<file path="src/rtl/nhe_pkg.sv">
package nhe_pkg;

  typedef enum logic [1:0] {
    MODE_OFF  = 2'b00,
    MODE_ACC  = 2'b01,
    MODE_READ = 2'b10,
    MODE_CLR  = 2'b11
  } ecc_mode_e;

  localparam int MODE_LSB   = 5;
  localparam int LINE_AW    = 8;
  localparam int SEG_BYTES  = 1 << LINE_AW;
  localparam int CODE_BYTES = 3;

  typedef struct packed {
    logic [2*LINE_AW-1:0] lp;
    logic [5:0]           cp;
  } par_t;

  // column parities of one byte
  function automatic logic [5:0] col_par(input logic [7:0] d);
    logic [5:0] c;
    c[0] = ^(d & 8'h55);
    c[1] = ^(d & 8'hAA);
    c[2] = ^(d & 8'h33);
    c[3] = ^(d & 8'hCC);
    c[4] = ^(d & 8'h0F);
    c[5] = ^(d & 8'hF0);
    return c;
  endfunction

  // which line parity terms a byte of parity p at address a toggles
  function automatic logic [2*LINE_AW-1:0] line_mask(input logic [LINE_AW-1:0] a,
                                                     input logic p);
    logic [2*LINE_AW-1:0] m;
    for (int k = 0; k < LINE_AW; k++) begin
      m[2*k+1] = p & a[k];
      m[2*k]   = p & ~a[k];
    end
    return m;
  endfunction

  function automatic par_t par_step(input par_t s, input logic [LINE_AW-1:0] a,
                                    input logic [7:0] d);
    par_t n;
    n.lp = s.lp ^ line_mask(a, ^d);
    n.cp = s.cp ^ col_par(d);
    return n;
  endfunction

  // {byte2, byte1, byte0}, inverted so that an erased segment reads all ones
  function automatic logic [23:0] par_pack(input par_t s);
    return {~s.cp, 2'b11, ~s.lp[15:8], ~s.lp[7:0]};
  endfunction

endpackage

</file>
<file path="src/rtl/nhe_mode_ctl.sv">
module nhe_mode_ctl
  import nhe_pkg::*;
(
  input  logic      clk,
  input  logic      rst_n,
  input  logic      cfg_we,
  input  logic [7:0] cfg_wdata,
  output ecc_mode_e mode,
  output logic      read_entry
);
  ecc_mode_e new_mode;

  assign new_mode   = ecc_mode_e'(cfg_wdata[MODE_LSB +: 2]);
  assign read_entry = cfg_we && (new_mode == MODE_READ) && (mode != MODE_READ);

  always_ff @(posedge clk or negedge rst_n) begin
    if (!rst_n)      mode <= MODE_OFF;
    else if (cfg_we) mode <= new_mode;
  end
endmodule

</file>
<file path="src/rtl/nhe_byte_ctr.sv">
module nhe_byte_ctr #(
  parameter int TOTAL = 512,
  localparam int CNT_W = $clog2(TOTAL + 1)
) (
  input  logic             clk,
  input  logic             rst_n,
  input  logic             clr,
  input  logic             inc,
  output logic [CNT_W-1:0] cnt,
  output logic             full
);
  assign full = (cnt == CNT_W'(TOTAL));

  always_ff @(posedge clk or negedge rst_n) begin
    if (!rst_n)           cnt <= '0;
    else if (clr)         cnt <= '0;
    else if (inc && !full) cnt <= cnt + 1'b1;
  end
endmodule

</file>
<file path="src/rtl/nhe_seg_acc.sv">
module nhe_seg_acc
  import nhe_pkg::*;
(
  input  logic               clk,
  input  logic               rst_n,
  input  logic               clr,
  input  logic               en,
  input  logic [LINE_AW-1:0] addr,
  input  logic [7:0]         data,
  output logic [23:0]        code
);
  par_t par_q;

  always_ff @(posedge clk or negedge rst_n) begin
    if (!rst_n)   par_q <= '0;
    else if (clr) par_q <= '0;
    else if (en)  par_q <= par_step(par_q, addr, data);
  end

  assign code = par_pack(par_q);
endmodule

</file>
<file path="src/rtl/nhe_rd_sel.sv">
module nhe_rd_sel
  import nhe_pkg::*;
#(
  parameter int NUM_SEGS = 2,
  localparam int SEG_W  = (NUM_SEGS > 1) ? $clog2(NUM_SEGS) : 1,
  localparam int CODE_W = NUM_SEGS * 8 * CODE_BYTES
) (
  input  logic              clk,
  input  logic              rst_n,
  input  logic              restart,
  input  logic              adv,
  input  logic [CODE_W-1:0] code_flat,
  output logic [7:0]        code_byte,
  output logic [1:0]        rd_pos,
  output logic [SEG_W-1:0]  rd_seg
);
  logic [1:0] byte_sel;

  // per segment: second byte, first byte, third byte
  always_comb begin
    case (rd_pos)
      2'd0:    byte_sel = 2'd1;
      2'd1:    byte_sel = 2'd0;
      default: byte_sel = 2'd2;
    endcase
  end

  assign code_byte = code_flat[(int'(rd_seg) * CODE_BYTES + int'(byte_sel)) * 8 +: 8];

  always_ff @(posedge clk or negedge rst_n) begin
    if (!rst_n) begin
      rd_pos <= '0;
      rd_seg <= '0;
    end else if (restart) begin
      rd_pos <= '0;
      rd_seg <= '0;
    end else if (adv) begin
      if (rd_pos == 2'd2) begin
        rd_pos <= '0;
        rd_seg <= (int'(rd_seg) == NUM_SEGS - 1) ? '0 : rd_seg + 1'b1;
      end else begin
        rd_pos <= rd_pos + 1'b1;
      end
    end
  end
endmodule

</file>
<file path="src/rtl/nand_hamming_ecc.sv">
module nand_hamming_ecc
  import nhe_pkg::*;
#(
  parameter int NUM_SEGS = 2
) (
  input  logic       clk,
  input  logic       rst_n,
  input  logic       cfg_we,
  input  logic [7:0] cfg_wdata,
  input  logic       xfer_strobe,
  input  logic       xfer_cle,
  input  logic       xfer_ale,
  input  logic [7:0] xfer_data,
  input  logic       host_rd,
  input  logic [7:0] flash_rdata,
  output logic [7:0] host_rdata
);
  localparam int TOTAL  = NUM_SEGS * SEG_BYTES;
  localparam int CNT_W  = $clog2(TOTAL + 1);
  localparam int CODE_W = NUM_SEGS * 8 * CODE_BYTES;
  localparam int SEG_W  = (NUM_SEGS > 1) ? $clog2(NUM_SEGS) : 1;

  ecc_mode_e          mode;
  logic               read_entry;
  logic               clr_all;
  logic               data_beat;
  logic               acc_fire;
  logic               rd_adv;
  logic               cnt_full;
  logic [CNT_W-1:0]   byte_cnt;
  logic [CNT_W-LINE_AW-1:0] seg_idx;
  logic [LINE_AW-1:0] line_addr;
  logic [CODE_W-1:0]  code_flat;
  logic [7:0]         code_byte;
  logic [1:0]         rd_pos;
  logic [SEG_W-1:0]   rd_seg;

  nhe_mode_ctl u_mode (
    .clk(clk), .rst_n(rst_n), .cfg_we(cfg_we), .cfg_wdata(cfg_wdata),
    .mode(mode), .read_entry(read_entry)
  );

  assign clr_all   = (mode == MODE_CLR);
  assign data_beat = xfer_strobe && !xfer_cle && !xfer_ale;
  assign acc_fire  = (mode == MODE_ACC) && data_beat && !cnt_full;
  assign rd_adv    = host_rd && (mode == MODE_READ) && !read_entry;

  nhe_byte_ctr #(.TOTAL(TOTAL)) u_ctr (
    .clk(clk), .rst_n(rst_n), .clr(clr_all), .inc(acc_fire),
    .cnt(byte_cnt), .full(cnt_full)
  );

  assign seg_idx   = byte_cnt[CNT_W-1:LINE_AW];
  assign line_addr = byte_cnt[LINE_AW-1:0];

  for (genvar g = 0; g < NUM_SEGS; g++) begin : g_seg
    logic seg_en;
    assign seg_en = acc_fire && (int'(seg_idx) == g);
    nhe_seg_acc u_acc (
      .clk(clk), .rst_n(rst_n), .clr(clr_all), .en(seg_en),
      .addr(line_addr), .data(xfer_data),
      .code(code_flat[g*8*CODE_BYTES +: 8*CODE_BYTES])
    );
  end

  nhe_rd_sel #(.NUM_SEGS(NUM_SEGS)) u_rd (
    .clk(clk), .rst_n(rst_n), .restart(read_entry), .adv(rd_adv),
    .code_flat(code_flat), .code_byte(code_byte), .rd_pos(rd_pos), .rd_seg(rd_seg)
  );

  assign host_rdata = (mode == MODE_READ) ? code_byte : flash_rdata;
endmodule

</file>
<file path="config.mk">
export PLATFORM = sky130hd
export DESIGN_NAME = nand_hamming_ecc
export DESIGN_NICKNAME = d
export VERILOG_FILES = /design/src/rtl/nhe_pkg.sv /design/src/rtl/nhe_mode_ctl.sv /design/src/rtl/nhe_byte_ctr.sv /design/src/rtl/nhe_seg_acc.sv /design/src/rtl/nhe_rd_sel.sv /design/src/rtl/nand_hamming_ecc.sv
export SDC_FILE = /design/constraint.sdc
export NUM_CORES = 1
export LEC_CHECK = 0
export BUFFER_PORTS_ARGS = -buffer_cell sky130_fd_sc_hd__buf_2
export CELL_PAD_IN_SITES_DETAIL_PLACEMENT = 0
export CELL_PAD_IN_SITES_GLOBAL_PLACEMENT = 1
export CORE_ASPECT_RATIO = 1.1
export CORE_MARGIN = 1
export CORE_UTILIZATION = 50
export CTS_CLUSTER_DIAMETER = 100
export DETAILED_ROUTE_END_ITERATION = 16
export PLACE_DENSITY = 0.84
export SETUP_SLACK_MARGIN = 0.3
export SLEW_MARGIN = 30
export SYNTH_ARGS = -nofsm -noshare
export SYNTH_HDL_FRONTEND = slang
export SYNTH_HIERARCHICAL = 1
export SYNTH_SLANG_ARGS = --single-unit
</file>
<file path="constraint.sdc">
create_clock -name clk -period 7.05 [get_ports clk]
set_input_delay 0.3525 -clock clk [delete_from_list [all_inputs] [get_ports clk]]
set_output_delay 0.3525 -clock clk [all_outputs]
set_load 0.05 [all_outputs]
</file>
# --- Yosys cells after proc, flatten, opt, wreduce, memory -nomap -nowiden ---
# Cells that the tools add are included.
totals:
  in_bits: 31
  register_bits: 59
  elab_cells: 102
  out_inout_bits: 8
op_classes:
  n_eq_ne: 9
  reduce_logical: 30
  n_addsub: 4
  shifts: 1
  n_bitwise: 34
  mul: 1
  n_mux: 15
op_table:
  columns: ["operator", "count"]
  rows:
  - ["$mux 22", 4]
  - ["$reduce_xor 8->1", 7]
  - ["$shiftx 48x32->8", 1]
  - ["$not 8->8", 4]
  - ["$xor 16x16->16", 2]
  - ["$add 29x3->29", 1]
  - ["$mux 10", 2]
  - ["$and 1x1->1", 16]
  - ["$not 6->6", 2]
  - ["$xor 6x6->6", 2]
  - ["$logic_and 1x1->1", 11]
  - ["$add 10x1->10 const B", 1]
  - ["$eq 10x10->1 const B", 1]
  - ["$eq 2x2->1 const B", 5]
  - ["$reduce_bool 2->1", 5]
  - ["$mux 8", 1]
  - ["$not 1->1", 8]
  - ["$mux 2", 3]
  - ["$eq 2x1->1 const B", 2]
  - ["$logic_not 1->1", 4]
  - ["$logic_not 2->1", 2]
  - ["$mux 1", 4]
  - ["$pmux 2 s2", 1]
  - ["$mul 1x2->3 const B", 1]
  - ["other kinds (4)", 4]

# --- Longest topological paths before layout ---
logic_depth:
  ltp_word: 8
  ltp_mapped: 10
  mapped_depth_nobuf: 9

# --- Modules after synthesis ---
# The synthesis kept the hierarchy.
by_module_without_submodules:
  columns: ["module", "cells_each", "n_inst", "area_each_um2"]
  rows:
  - ["nhe_seg_acc (g_seg[1].u_acc)", 151, 1, 1341.3]
  - ["nhe_seg_acc (g_seg[0].u_acc)", 151, 1, 1302.5]
  - ["nhe_byte_ctr", 66, 1, 605.6]
  - ["nhe_rd_sel", 63, 1, 601.8]
  - ["nand_hamming_ecc", 18, 1, 165.2]
  - ["nhe_mode_ctl", 8, 1, 88.8]

# --- Least setup slack after synthesis ---
# Ideal clock, no wire load.
synth_timing:
  path_kind: "register to register"
  start: "register u_ctr.cnt[0]"
  end: "register g_seg[0].u_acc/par_q[10] in the netlist's numbering"
  t_arrival_ps: 2445
  slack_ps: 4480
  synth_period_minus_slack_ps: 2570
  setup_time_ps: 125
  stages_incl_launch_ff: 10
  path_cell_list: "dfrtp_1 -> inv_1 -> ha_1 -> and2_1 -> and3_2 -> or4_4 -> nor2_2 -> clkbuf_1 -> nor3b_1 -> mux2_2"
synth_between:
  elab_chain_len: 5
synth_rtl:
  columns: ["item", "line", "rtl"]
  rows:
  - ["start, declared", "nhe_byte_ctr.sv:9", "output logic [CNT_W-1:0] cnt,"]
  - ["start signal, assigned", "nhe_byte_ctr.sv:17", "else if (inc && !full) cnt <= cnt + 1'b1;"]
  - ["$eq 10x10->1", "nhe_byte_ctr.sv:12", "assign full = (cnt == CNT_W'(TOTAL));"]
  - ["net cnt_full", "nand_hamming_ecc.sv:29", "logic cnt_full;"]
  - ["$logic_not 1->1", "nand_hamming_ecc.sv:45", "assign acc_fire = (mode == MODE_ACC) && data_beat && !cnt_full;"]
  - ["$logic_and 1x1->1", "nand_hamming_ecc.sv:45", null]
  - ["$logic_and 1x1->1", "nand_hamming_ecc.sv:58", "assign seg_en = acc_fire && (int'(seg_idx) == g);"]
  - ["net g_seg[0].seg_en", "nand_hamming_ecc.sv:57", "logic seg_en;"]
  - ["$reduce_bool 2->1 (no source line)", null, null]
  - ["end signal, assigned", "nhe_seg_acc.sv:17", "else if (en) par_q <= par_step(par_q, addr, data);"]
  - ["end, declared", "nhe_seg_acc.sv:12", "par_t par_q;"]
# The timed path passes the listed nets, and every way through them passes these cells.
# A chain may end at the register's enable or synchronous reset.

# --- Worst setup path in the final report ---
layout_timing:
  start: "register u_ctr.cnt[1]"
  end: "register g_seg[0].u_acc/par_q[10] in the netlist's numbering"
# The elaborated chain is that of the path after synthesis.

==> tab_implementation.tex <==
\begin{tabular}{lr}
\hline
Metric & Value \\
\hline
\multicolumn{2}{l}{\textbf{Global routing}} \\
First-pass GRT wire length & 14.6 mm \\
Number of global-route vias before repair & 3098 \\
Number of antenna violations at the first check in global routing & 0 \\
Grt total ovfl & 0 \\
Maximum number of pins on one net before global-route repair & 75 \\
GRT Util Overall & 22.2\% \\
\multicolumn{2}{l}{\textbf{Worst setup path}} \\
Crit Path Class & reg2reg \\
Crit path buf inv count & 1 \\
CP startpoint kind & flop \\
Crit-path max FO & 22 \\
Family with the most delay on the worst path & simple AND/OR/NAND/NOR gates \\
Capturing element type of the critical path & flop \\
Worst Path Arrival & 3500 ps \\
Slowest stage cell, crit path & nor2\_2 \\
Largest stage delay on the critical path & 700 ps \\
Req. time, crit path & 7260 ps \\
List of cells traversed by the critical path & inv\_1, ha\_1, and2\_1, and3\_2, or4\_4, nor2\_2, nor3b\_1, mux2\_2 \\
\multicolumn{2}{l}{\textbf{Clock tree}} \\
TritonCTS Buffers & 9 \\
Number of gates given a new drive strength after cts & 0 \\
Clock transition time at the flip-flop clock pins of the worst setup and hold paths & 70 ps \\
Source-to-sink clock delay at the later pin of the worst-skew pair & 340 ps \\
Clock Sink Count & 59 \\
CTS root buf & clkbuf\_8 \\
Maximum root-to-sink buffer count & 2 \\
Number of setup buffers added after CTS & 0 \\
CTS H-Tree Depth & 3 \\
Number of hold-repair buffers added at the cts stage & 0 \\
TritonCTS clock tree & yes \\
\multicolumn{2}{l}{\textbf{STA}} \\
Setup violation total in the final timing report & 0 \\
Max Transition Viols Final & 0 \\
Slew HR & 39.0\% \\
Transition time of the tightest slew-check pin & 914 ps \\
Final critical-path share of the clock period & 46.5\% \\
RSZ-0062 raised after global routing & no \\
Slack of the critical path & 3770 ps \\
Number of hold violations in the final report & 0 \\
Min Tclk post-route & 3280 ps \\
Timing-limited maximum frequency & 305 MHz \\
Setup TNS Final & 0 ps \\
Clock tree skew after final layout & 6.90 ps \\
\multicolumn{2}{l}{\textbf{Layout}} \\
Number of filler instances in the final layout & 752 \\
Core occupancy in the finished layout & 56.5\% \\
Layout Area Growth over Synthesis & 8.93\% \\
Fraction of final layout cells with drive strength greater than 1 & 20.7\% \\
Number of diodes added for antenna fixing & 0 \\
Final \#Nets & 517 \\
\multicolumn{2}{l}{\textbf{Floorplanning}} \\
Number of placement rows & 34 \\
Die extent in y & 97.0 microns \\
Floorplan core area & 7910 sq um \\
Die footprint & 8580 sq um \\
Boundary pin count & 39 \\
Starting density of the core & 51.9\% \\
Die Span X & 88.4 microns \\
\multicolumn{2}{l}{\textbf{Logic synthesis}} \\
Yosys warning count & 6 \\
Number of synthesized flops with an enable pin & 0 \\
Top cell type by total area after synthesis & dfrtp\_1 \\
Post-synth top area share & 36.0\% \\
Synthesized instance count & 457 \\
Main combinational cell family by area after synthesis & simple AND/OR/NAND/NOR gates \\
Total of flip-flops plus latches after synthesis & 59 \\
Synth Area in Adders & 1.22\% \\
XOR/XNOR Fraction of Synth Area & 10.1\% \\
Mux cell area share after synthesis & 14.2\% \\
Area fraction in and, or, nand and nor cells after synthesis & 21.2\% \\
Post-synth top flop & dfrtp\_1 \\
Synth async-reset ratio & 100\% \\
Largest cells by area after synthesis & dfrtp\_1 36\%, mux2\_2 7.4\%, xnor2\_1 7.0\%, nor2\_1 4.8\%, inv\_1 4.6\% \\
Synthesized cell area & 4110 sq um \\
Number of distinct library cell variants in the gate-level netlist after synthesis & 52 \\
Synth Area per Inst & 8.98 sq um \\
Register area share after synthesis & 36.0\% \\
Compound-gate portion of the synthesized area & 7.83\% \\
\multicolumn{2}{l}{\textbf{Hold path}} \\
Class of the tightest hold or removal check & in2async \\
\multicolumn{2}{l}{\textbf{Placement}} \\
IO Port Bufs & 32 \\
Pre-CTS setup slack & 3760 ps \\
Half-perimeter wire length after detailed placement & 5.61 mm \\
GP Congestion & 0.819 \\
\multicolumn{2}{l}{\textbf{Detailed routing}} \\
Sum of routed wire length over all layers & 8.52 mm \\
Post-route DRC violation count & 0 \\
Vias post-DR & 3153 \\
TritonRoute pass-1 iters & 4 \\
Average routed wire per standard cell & 14.3 microns \\
Via/cell ratio & 5.30 \\
Antenna viol nets, final & 0 \\
Iteration-0 DRC count of the detailed router & 270 \\
\multicolumn{2}{l}{\textbf{Job}} \\
Number of maximum-capacitance violations & 0 \\
\multicolumn{2}{l}{\textbf{Power and ir drop}} \\
Leakage power figure & 0.00195 uW \\
Power Density & 241 nW/um\^{}2 \\
Max IR drop VDD & 0.000155 V \\
\multicolumn{2}{l}{\textbf{Outcome}} \\
Status & completed \\
\hline
\end{tabular}
synthesized netlist by cell type (6+ instances only):
master,number
dfrtp_1,59
nor2_1,52
inv_1,50
nand2_1,36
xnor2_1,33
mux2_2,27
a21oi_1,22
o21ai_0,20
or3_1,20
mux2i_1,17
nor3b_1,17
xor2_1,9
clkbuf_1,8
o221ai_1,8
nor2b_1,7
buf_6,6
cells in the final DEF, fill, tap and decap left out, types with 5 or more instances in the layout:
cell type	count
or3_1	20
inv_1	50
mux2i_1	17
nand2_1	36
a21oi_1	22
clkbuf_8	10
mux2_2	27
o21ai_0	20
nor3b_1	17
nand4_1	5
mux2_4	5
xor2_1	9
buf_2	32
o221ai_1	8
nor2_1	52
dfrtp_1	59
xnor2_1	33
buf_4	5
nor2b_1	6
layout make-up:
class	count	area, sq um	share of cell area [%]
multi-input cells	325	2280	51.0
clock buffers	11	141	3.16
well taps	108	135	3.02
clock inverters	5	52.6	1.18
flip-flops and latches	59	1480	33.0
repair buffers	37	198	4.42
inverters	50	188	4.20
cell families (layout without fill, tap and decap cells):
group,count (synthesis),in the layout
fa+ha+maj,4,4
simple gates,165,165
flops,59,59
compound gates,55,55
mux,52,52
xor+xnor,45,45
other cells,2,4
buf+inv,75,103
layer usage:
metal	part of all wire, %	routed length [microns]	track usage, %
met1	45	3850	29.6
met2	48	4110	35.9
met3	4.6	394	3.07
met4	1.9	163	8.93
met5	0	0	0
flip-flops by register name, summed over array words and instances, names as in the netlist:
register,flops
g_seg.u_acc/par_q,44
u_ctr/cnt,10
u_mode/mode,2
u_rd/rd_pos,2
u_rd/rd_seg,1
metrics by stage:
step	std cells	hold slack (ps)	power [uW]	cell area, sq um
floorplan	459	56.9	734	4110
global placement	579	528	772	4260
detailed placement	579	541	776	4260
CTS	595	194	1090	4450
global route	595	229	1140	4470
finish	595	150	1080	4470
worst reg2reg max path, cell delays in order, from the launching register on:
cell and delay (ps):
dfrtp_1 610, inv_1 90, ha_1 180, and2_1 170
and3_2 220, or4_4 510, nor2_2 700, nor3b_1 300
mux2_2 360
power by group:
part	total, uW	switching (uW)	internal [uW]
Sequential	371	15.3	356
Clock	306	135	171
Combinational	399	246	153
Total	1080	396	680
final timing paths:
| check | start | to | slack [ps] | depth (start not counted) |
|---|---|---|---|---|
| max in group asynchronous | rst_n | g_seg[1].u_acc/par_q[15]$_DFFE_PN0P_ | 6360 | 2 |
| worst max register to register | u_ctr/cnt[1]$_DFFE_PN0P_ | g_seg[0].u_acc/par_q[10]$_DFFE_PN0P_ | 3770 | 8 |
| worst min-delay path | rst_n | g_seg[0].u_acc/par_q[8]$_DFFE_PN0P_ | 150 | 2 |
| worst max-delay path | u_ctr/cnt[1]$_DFFE_PN0P_ | g_seg[0].u_acc/par_q[10]$_DFFE_PN0P_ | 3770 | 8 |
| worst min register to register | g_seg[0].u_acc/par_q[4]$_DFFE_PN0P_ | g_seg[0].u_acc/par_q[4]$_DFFE_PN0P_ | 550 | 2 |
| min in group clk | cfg_we | u_mode/mode[1]$_DFFE_PN0P_ | 250 | 2 |
No activity file was read; power rests on OpenSTA's default activity.
